--- config.mk ---
export PLATFORM = sky130hd
export DESIGN_NAME = usbrx_bitrx
export DESIGN_NICKNAME = d
export VERILOG_FILES = /design/src/rtl/usbrx_pkg.sv /design/src/rtl/usbrx_phase.sv /design/src/rtl/usbrx_destuff.sv /design/src/rtl/usbrx_bitrx.sv
export SDC_FILE = /design/constraint.sdc
export NUM_CORES = 1
export LEC_CHECK = 0
export CELL_PAD_IN_SITES_DETAIL_PLACEMENT = 2
export CELL_PAD_IN_SITES_GLOBAL_PLACEMENT = 2
export CORE_MARGIN = 4
export CORE_UTILIZATION = 35
export DETAILED_ROUTE_END_ITERATION = 7
export GPL_ROUTABILITY_DRIVEN = 0
export HOLD_SLACK_MARGIN = 0.02
export PLACE_DENSITY = 0.85
export SKIP_LAST_GASP = 1
export SLEW_MARGIN = 20
export SYNTH_ARGS = -nofsm -noshare
export SYNTH_HDL_FRONTEND = slang
export SYNTH_SLANG_ARGS = --single-unit
--- constraint.sdc ---
create_clock -name clk -period 6.9 [get_ports clk]
set_input_delay 2.07 -clock clk [delete_from_list [all_inputs] [get_ports clk]]
set_output_delay 2.07 -clock clk [all_outputs]
set_load 0.1 [all_outputs]
--- src/rtl/usbrx_pkg.sv ---
package usbrx_pkg;
  typedef enum logic [1:0] {
    LS_SE0 = 2'd0,
    LS_J   = 2'd1,
    LS_K   = 2'd2,
    LS_SE1 = 2'd3
  } line_sym_e;

  typedef enum logic [1:0] {
    ST_IDLE  = 2'd0,
    ST_BIT   = 2'd1,
    ST_EOP   = 2'd2,
    ST_WIDLE = 2'd3
  } rx_state_e;
endpackage

--- src/rtl/usbrx_phase.sv ---
module usbrx_phase #(
  parameter int NOM_CYCLES = 8,
  parameter int CNT_W      = 8,
  parameter int FRAC_W     = 8,
  parameter int ADJ_SH     = 10,
  parameter int MOVE_SH    = 7
) (
  input  logic clk,
  input  logic rst_n,
  input  logic start,
  input  logic run,
  input  logic adj_dn,
  input  logic adj_up,
  output logic samp_o,
  output logic edge_o
);
  localparam int PW = CNT_W + FRAC_W;
  localparam logic [PW-1:0] ONE_Q  = PW'(1) << FRAC_W;
  localparam logic [PW-1:0] NOM_Q  = PW'(NOM_CYCLES) << FRAC_W;
  localparam logic [PW-1:0] HALF_Q = NOM_Q >> 1;
  localparam logic [PW-1:0] PMIN_Q = NOM_Q - (NOM_Q >> 3);
  localparam logic [PW-1:0] PMAX_Q = NOM_Q + (NOM_Q >> 3);

  logic [PW-1:0]    per_q, per_d, t_q, t_d;
  logic [PW-1:0]    per_raw, per_new, move;
  logic [CNT_W-1:0] t_int, half_int;

  assign t_int    = t_q[PW-1:FRAC_W];
  assign half_int = {1'b0, per_q[PW-1:FRAC_W+1]};
  assign samp_o   = run && (t_int == '0);
  assign edge_o   = run && (t_int == half_int + CNT_W'(1));
  assign move     = per_q >> MOVE_SH;

  always_comb begin
    if (adj_dn)      per_raw = per_q - (per_q >> ADJ_SH);
    else if (adj_up) per_raw = per_q + (per_q >> ADJ_SH);
    else             per_raw = per_q;
    if (per_raw < PMIN_Q)      per_new = PMIN_Q;
    else if (per_raw > PMAX_Q) per_new = PMAX_Q;
    else                       per_new = per_raw;
  end

  always_comb begin
    per_d = per_q;
    t_d   = t_q;
    if (start) begin
      per_d = NOM_Q;
      t_d   = HALF_Q;
    end else if (run) begin
      if (samp_o) begin
        per_d = per_new;
        t_d   = t_q + per_new - ONE_Q + (adj_up ? move : '0);
      end else begin
        t_d = t_q - ONE_Q;
      end
    end
  end

  always_ff @(posedge clk or negedge rst_n) begin
    if (!rst_n) begin
      per_q <= NOM_Q;
      t_q   <= HALF_Q;
    end else if (start || run) begin
      per_q <= per_d;
      t_q   <= t_d;
    end
  end


  per_range_chk: assert property (@(posedge clk) disable iff (!rst_n)
    (per_q >= PMIN_Q) && (per_q <= PMAX_Q));


  per_step_chk: assert property (@(posedge clk) disable iff (!rst_n)
    (run && !start) |=> ((per_q <= $past(per_q) + ($past(per_q) >> ADJ_SH)) &&
                         (per_q + ($past(per_q) >> ADJ_SH) >= $past(per_q))));


  samp_gap_chk: assert property (@(posedge clk) disable iff (!rst_n)
    (samp_o && run) |=> !samp_o);
endmodule

--- src/rtl/usbrx_destuff.sv ---
module usbrx_destuff #(
  parameter int          RUN_LEN = 6,
  parameter int          WIN     = 16,
  parameter logic [15:0] PRE_PAT = 16'b0000000100111100
) (
  input  logic clk,
  input  logic rst_n,
  input  logic clr,
  input  logic samp,
  input  logic bit_i,
  output logic data_vld,
  output logic stuff_err,
  output logic pre_hit
);
  localparam int OW = $clog2(RUN_LEN + 1);
  localparam int CW = $clog2(WIN + 1);

  logic [OW-1:0]  ones_q, ones_d;
  logic [CW-1:0]  cnt_q, cnt_d;
  logic [WIN-1:0] win_q, win_d, win_nx;
  logic           at_stuff;

  assign at_stuff  = (ones_q == OW'(RUN_LEN));
  assign data_vld  = samp && !at_stuff;
  assign stuff_err = samp && at_stuff && bit_i;
  assign win_nx    = {win_q[WIN-2:0], bit_i};
  assign pre_hit   = data_vld && (cnt_q == CW'(WIN - 1)) && (win_nx == WIN'(PRE_PAT));

  always_comb begin
    ones_d = ones_q;
    cnt_d  = cnt_q;
    win_d  = win_q;
    if (clr) begin
      ones_d = '0;
      cnt_d  = '0;
      win_d  = '0;
    end else if (samp) begin
      if (at_stuff)   ones_d = '0;
      else if (bit_i) ones_d = ones_q + OW'(1);
      else            ones_d = '0;
      if (data_vld && (cnt_q < CW'(WIN))) begin
        cnt_d = cnt_q + CW'(1);
        win_d = win_nx;
      end
    end
  end

  always_ff @(posedge clk or negedge rst_n) begin
    if (!rst_n) begin
      ones_q <= '0;
      cnt_q  <= '0;
      win_q  <= '0;
    end else if (clr || samp) begin
      ones_q <= ones_d;
      cnt_q  <= cnt_d;
      win_q  <= win_d;
    end
  end


  run_len_chk: assert property (@(posedge clk) disable iff (!rst_n)
    ones_q <= OW'(RUN_LEN));


  win_cnt_chk: assert property (@(posedge clk) disable iff (!rst_n)
    cnt_q <= CW'(WIN));
endmodule

--- src/rtl/usbrx_bitrx.sv ---
module usbrx_bitrx
  import usbrx_pkg::*;
#(
  parameter int          NOM_CYCLES = 8,
  parameter int          CNT_W      = 8,
  parameter int          FRAC_W     = 8,
  parameter int          RUN_LEN    = 6,
  parameter int          PRE_WIN    = 16,
  parameter logic [15:0] PRE_PAT    = 16'b0000000100111100
) (
  input  logic       clk,
  input  logic       rst_n,
  input  logic [1:0] line_sym,
  output logic       sop_o,
  output logic       bit_vld_o,
  output logic       bit_o,
  output logic       eop_o,
  output logic       stuff_err_o,
  output logic       eop_err_o,
  output logic       ls_req_o
);
  rx_state_e state_q, state_d;
  line_sym_e sym, prev_q, prev_d, line_q, edge_q, edge_d;
  logic      two_q, two_d;
  logic      sop_d, vld_d, bit_d, eop_d, serr_d, eerr_d, lsr_d;
  logic      run, samp, edge_stb, sop_hit, nrzi_one, bit_samp, edge_ok;
  logic      adj_dn, adj_up, data_vld, stuff_err, pre_hit;

  assign sym      = line_sym_e'(line_sym);
  assign run      = (state_q == ST_BIT) || (state_q == ST_EOP);
  assign sop_hit  = (state_q == ST_IDLE) && (sym == LS_K) && (line_q != LS_K) && (prev_q == LS_J);
  assign nrzi_one = (sym == prev_q);
  assign bit_samp = (state_q == ST_BIT) && samp && (sym != LS_SE0);
  assign edge_ok  = (edge_q == LS_J) || (edge_q == LS_K);
  assign adj_dn   = bit_samp && !nrzi_one && edge_ok && (edge_q == sym);
  assign adj_up   = bit_samp && !nrzi_one && edge_ok && (edge_q != sym);

  usbrx_phase #(
    .NOM_CYCLES(NOM_CYCLES),
    .CNT_W     (CNT_W),
    .FRAC_W    (FRAC_W),
    .ADJ_SH    (10),
    .MOVE_SH   (7)
  ) u_phase (
    .clk   (clk),
    .rst_n (rst_n),
    .start (sop_hit),
    .run   (run),
    .adj_dn(adj_dn),
    .adj_up(adj_up),
    .samp_o(samp),
    .edge_o(edge_stb)
  );

  usbrx_destuff #(
    .RUN_LEN(RUN_LEN),
    .WIN    (PRE_WIN),
    .PRE_PAT(PRE_PAT)
  ) u_destuff (
    .clk      (clk),
    .rst_n    (rst_n),
    .clr      (sop_hit),
    .samp     (bit_samp),
    .bit_i    (nrzi_one),
    .data_vld (data_vld),
    .stuff_err(stuff_err),
    .pre_hit  (pre_hit)
  );

  always_comb begin
    state_d = state_q;
    prev_d  = prev_q;
    edge_d  = edge_q;
    two_d   = two_q;
    sop_d   = 1'b0;
    vld_d   = 1'b0;
    bit_d   = 1'b0;
    eop_d   = 1'b0;
    serr_d  = 1'b0;
    eerr_d  = 1'b0;
    lsr_d   = 1'b0;
    unique case (state_q)
      ST_IDLE: begin
        if (sym == LS_SE0) begin
          state_d = ST_WIDLE;
        end else if (sop_hit) begin
          state_d = ST_BIT;
          sop_d   = 1'b1;
          edge_d  = LS_K;
        end else if (sym != line_q) begin
          prev_d = sym;
        end
      end
      ST_BIT: begin
        if (edge_stb) edge_d = sym;
        if (samp) begin
          if (sym == LS_SE0) begin
            state_d = ST_EOP;
            two_d   = 1'b0;
          end else begin
            prev_d = sym;
            if (stuff_err) begin
              serr_d  = 1'b1;
              state_d = ST_IDLE;
            end else if (data_vld) begin
              vld_d = 1'b1;
              bit_d = nrzi_one;
              if (pre_hit) begin
                lsr_d   = 1'b1;
                state_d = ST_IDLE;
                prev_d  = LS_J;
              end
            end
          end
        end
      end
      ST_EOP: begin
        if (samp) begin
          if ((sym == LS_SE0) && !two_q) begin
            two_d = 1'b1;
          end else if ((sym == LS_J) && two_q) begin
            eop_d   = 1'b1;
            state_d = ST_WIDLE;
          end else begin
            eerr_d  = 1'b1;
            state_d = ST_IDLE;
            prev_d  = sym;
          end
        end
      end
      ST_WIDLE: begin
        if (sym != LS_SE0) begin
          state_d = ST_IDLE;
          prev_d  = sym;
        end
      end
      default: state_d = ST_IDLE;
    endcase
  end

  always_ff @(posedge clk or negedge rst_n) begin
    if (!rst_n) begin
      state_q     <= ST_IDLE;
      prev_q      <= LS_J;
      line_q      <= LS_J;
      edge_q      <= LS_J;
      two_q       <= 1'b0;
      sop_o       <= 1'b0;
      bit_vld_o   <= 1'b0;
      bit_o       <= 1'b0;
      eop_o       <= 1'b0;
      stuff_err_o <= 1'b0;
      eop_err_o   <= 1'b0;
      ls_req_o    <= 1'b0;
    end else begin
      state_q     <= state_d;
      prev_q      <= prev_d;
      line_q      <= sym;
      edge_q      <= edge_d;
      two_q       <= two_d;
      sop_o       <= sop_d;
      bit_vld_o   <= vld_d;
      bit_o       <= bit_d;
      eop_o       <= eop_d;
      stuff_err_o <= serr_d;
      eop_err_o   <= eerr_d;
      ls_req_o    <= lsr_d;
    end
  end


  one_event_chk: assert property (@(posedge clk) disable iff (!rst_n)
    $onehot0({sop_o, bit_vld_o, eop_o, stuff_err_o, eop_err_o}));


  sop_enter_chk: assert property (@(posedge clk) disable iff (!rst_n)
    sop_o |-> (state_q == ST_BIT));


  bit_in_pkt_chk: assert property (@(posedge clk) disable iff (!rst_n)
    bit_vld_o |-> ($past(state_q) == ST_BIT));


  stuff_idle_chk: assert property (@(posedge clk) disable iff (!rst_n)
    stuff_err_o |-> (state_q == ST_IDLE));


  eop_wait_chk: assert property (@(posedge clk) disable iff (!rst_n)
    eop_o |-> (state_q == ST_WIDLE));


  eop_err_idle_chk: assert property (@(posedge clk) disable iff (!rst_n)
    eop_err_o |-> (state_q == ST_IDLE));


  pre_idle_chk: assert property (@(posedge clk) disable iff (!rst_n)
    ls_req_o |-> ((state_q == ST_IDLE) && bit_vld_o));


  widle_hold_chk: assert property (@(posedge clk) disable iff (!rst_n)
    ((state_q == ST_WIDLE) && (sym == LS_SE0)) |=> (state_q == ST_WIDLE));
endmodule

==> results.cfg <==
[sta]
fin_skew_ns = 0.0114
rsz0062_at_grt = true
finalHoldViolations = 0
slew_viol_final = 0
slew_headroom_pct = 26.8
hold-worst-slack_ns = 0.553
period_share_pct = 117
worst_pin_slew_ns = 1.08
post-route-min-period_ns = 8.09
setup_slack_ns = -1.19
timing.fmax_ghz = 0.124
setup_tns_ns = -9.03
setup_violations = 12

[logic_synthesis]
syn_inst = 700
async_flop_share_pct = 100
synth-edff-count = 0
dominantRegCellSynth = dfrtp_1
yosysSeqAreaShare_pct = 31.0
ys_ff_latch = 71
synth_area_um2 = 5760
ys_warn_count = 0
synth.distinct_cells = 67
syn_avg_cell_area_um2 = 8.23

[job]
maxCapViolCount = 0

[cells_and_area]
nNetsFinal = 863
antennaDiodeCount = 0
design_area_um2 = 7520
area_growth_pct = 30.5
fill_cells = 1790
finish.utilization_pct = 47.0
final_cell_mix = buf_4, nand2_1, dfrtp_1
drive_gt1_share_pct = 24.7
final_cells = 1011
final_common_cell = buf_4

[critical_path]
path_common_cell = buf_4
critPathMaxFanout = 8
worst-path-stages = 30
max_stage_delay_ns = 0.48
crit_arrival_ns = 8.34
reg2reg_to = u_phase.t_q[14]
r2r_slack_ns = -0.61
critPathSlowestCell = o41a_1
path_buf_inv = 8
worstPathRequired_ns = 7.15
rr_startpoint = u_phase.t_q[13]
crit_path_start_kind = primary input
cp-end-kind = register
reg2reg_depth = 27
worstSetupPathType = primary input to register
cp_top_family = compound AO/OA/AOI/OAI gates

[pwr]
powerDensity_nw_per_um2 = 144
ir_worst_vdd_v = 0.000167
p_leak_nw = 3.47
p_total_mw = 1.08

[worst_hold_path]
hold_path_end = u_destuff.win_q[9]
hold_path_class = register to register
holdPathStages = 2
hp-start = u_destuff.win_q[8]

[detailed_routing]
ant_nets = 0
drt_iter0_markers = 568
routed_wl_um = 31900
dr.pass1.iters = 6
wl_per_cell_um = 31.5
drc_errors = 0
viasPerCell = 6.24
vias = 6312

[cts]
cts_tree = yes
cts-root-buf = clkbuf_16
cts_made_buffers = 9
clockBufferDepth = 2
clkTransAtPathRegs_ns = 0.07
insertion_delay_ns = 0.37
htreeDepth = 3
cts.sinks = 71

[floorplanning]
fp.dieW_um = 136
die_h_um = 136
io_pins = 11
die-area_um2 = 18600
initial_core_util_pct = 36.0
core_um2 = 16000
rows = 46

[grt]
grt_first_pass_wirelength_um = 41900
grt_usage_pct = 30.2
grt_max_degree = 72
grt_pass1_vias = 6940
grt_remaining_overflow = 0
antenna_found_initial = 0

[place]
dp_slack_ns = -1.92
dpl_cell_area_um2 = 6630
io_buffers = 10
placed_cells = 977
hpwl_um = 17700

[run_status]
violations = setup timing
status = finished, violations left
[routing by layer]
| layer | global-route usage [%] | part of all wire (%) | up-vias |
|---|---|---|---|
| li1 | - | - | 2618 |
| met3 | 6.74 | 6.2 | 128 |
| met2 | 53.1 | 50 | 302 |
| met5 | 0 | 0 | - |
| met1 | 33.7 | 37 | 3264 |
| met4 | 16.8 | 7.1 | 0 |
[Yosys cell counts, drive strengths merged, types with 12 or more instances]
master	instances	area (µm²)
clkbuf	25	93.8
nor3	27	146
inv	69	259
ha	57	713
fa	12	240
o21ai	40	200
nor2	54	203
dfrtp	66	1650
nand3	22	110
a21oi	59	295
xnor2	25	219
xor2	16	140
nand2	79	297
[where the power goes]
group / total [mW] / switching [mW] / leakage [nW] / internal (mW)
clock network: 0.483 / 0.236 / 0.129 / 0.246
logic: 0.166 / 0.0947 / 2.45 / 0.0710
registers: 0.431 / 0.00959 / 0.890 / 0.421
total: 1.08 / 0.341 / 3.47 / 0.739
[state kept, by name, indices dropped and copies added (netlist names)]
| signal | flops |
|---|---|
| bit_o | 1 |
| bit_vld_o | 1 |
| u_destuff.win_q | 15 |
| eop_err_o | 1 |
| two_q | 1 |
| line_q | 2 |
| u_destuff.ones_q | 3 |
| ls_req_o | 1 |
| edge_q | 2 |
| eop_o | 1 |
| u_phase.t_q | 16 |
| stuff_err_o | 1 |
| prev_q | 2 |
| u_destuff.cnt_q | 5 |
| u_phase.per_q | 16 |
| sop_o | 1 |
| state_q | 2 |
[area by class of cell]
cell class | instances | area (µm²) | area share (%)
Clock buffer | 10 | 229 | 3.04
Timing Repair Buffer | 105 | 845 | 11.2
Multi-Input combinational cell | 533 | 4080 | 54.2
Clock inverter | 6 | 46.3 | 0.616
Sequential cell | 71 | 1780 | 23.7
Tap cell | 216 | 270 | 3.59
Inverter | 70 | 268 | 3.56
[worst register-to-register path, cell delays in order (launching register included)]
cell	delay [ns]
dfrtp_1	0.46
nor3_1	0.73
nand3_1	0.60
a311oi_4	0.55
nand2_1	0.18
xor2_2	0.34
o21ai_0	0.22
o41a_1	0.49
a21o_1	0.24
buf_4	0.15
buf_6	0.13
a211oi_2	0.23
buf_4	0.17
fa_2	0.48
ha_4	0.20
ha_4	0.17
inv_4	0.06
fa_2	0.25
nor2b_4	0.06
o21ai_2	0.21
a21oi_2	0.11
o21ai_2	0.20
a21boi_2	0.11
o2111ai_2	0.26
a31oi_4	0.15
xor2_2	0.20
o21ai_1	0.13
a311oi_1	0.32
[kinds of logic (layout without fill, tap and decap cells)]
family | count (synthesis) | in the layout | share of synthesized area [%]
adder cells (fa/ha/maj) | 69 | 69 | 16.6
buffers and inverters | 98 | 191 | 6.52
other | 1 | 3 | 0.0651
flip-flops | 71 | 71 | 31.0
multiplexers | 2 | 2 | 0.348
XOR/XNOR | 41 | 41 | 6.23
AO/OA/AOI/OAI | 164 | 164 | 17.8
AND/OR/NAND/NOR | 254 | 254 | 21.6
[timing repair]
item | 4_1_cts | 5_1_grt
resized for setup | 53 | 50
hold endpoints to repair | 0 | 0
buffers inserted | 12 | 9
endpoints found under the setup margin | 13 | 12
pin swaps | 48 | 54
hold buffers | 0 | 0
cloned | 0 | 0
[worst max path at each step]
stage	startpoint	endpoint	slack [ns]
finish	line_sym[1]	u_phase.t_q[14]	-1.19
global route	line_sym[1]	u_phase.t_q[14]	-1.37
CTS	line_sym[1]	u_phase.t_q[14]	-0.90
detailed placement	line_sym[0]	u_phase.t_q[14]	-1.92
global placement	line_sym[0]	u_phase.t_q[14]	-1.47
floorplan	line_sym[0]	u_phase.t_q[14]	-0.76
No activity file was read; power rests on OpenSTA's default activity.
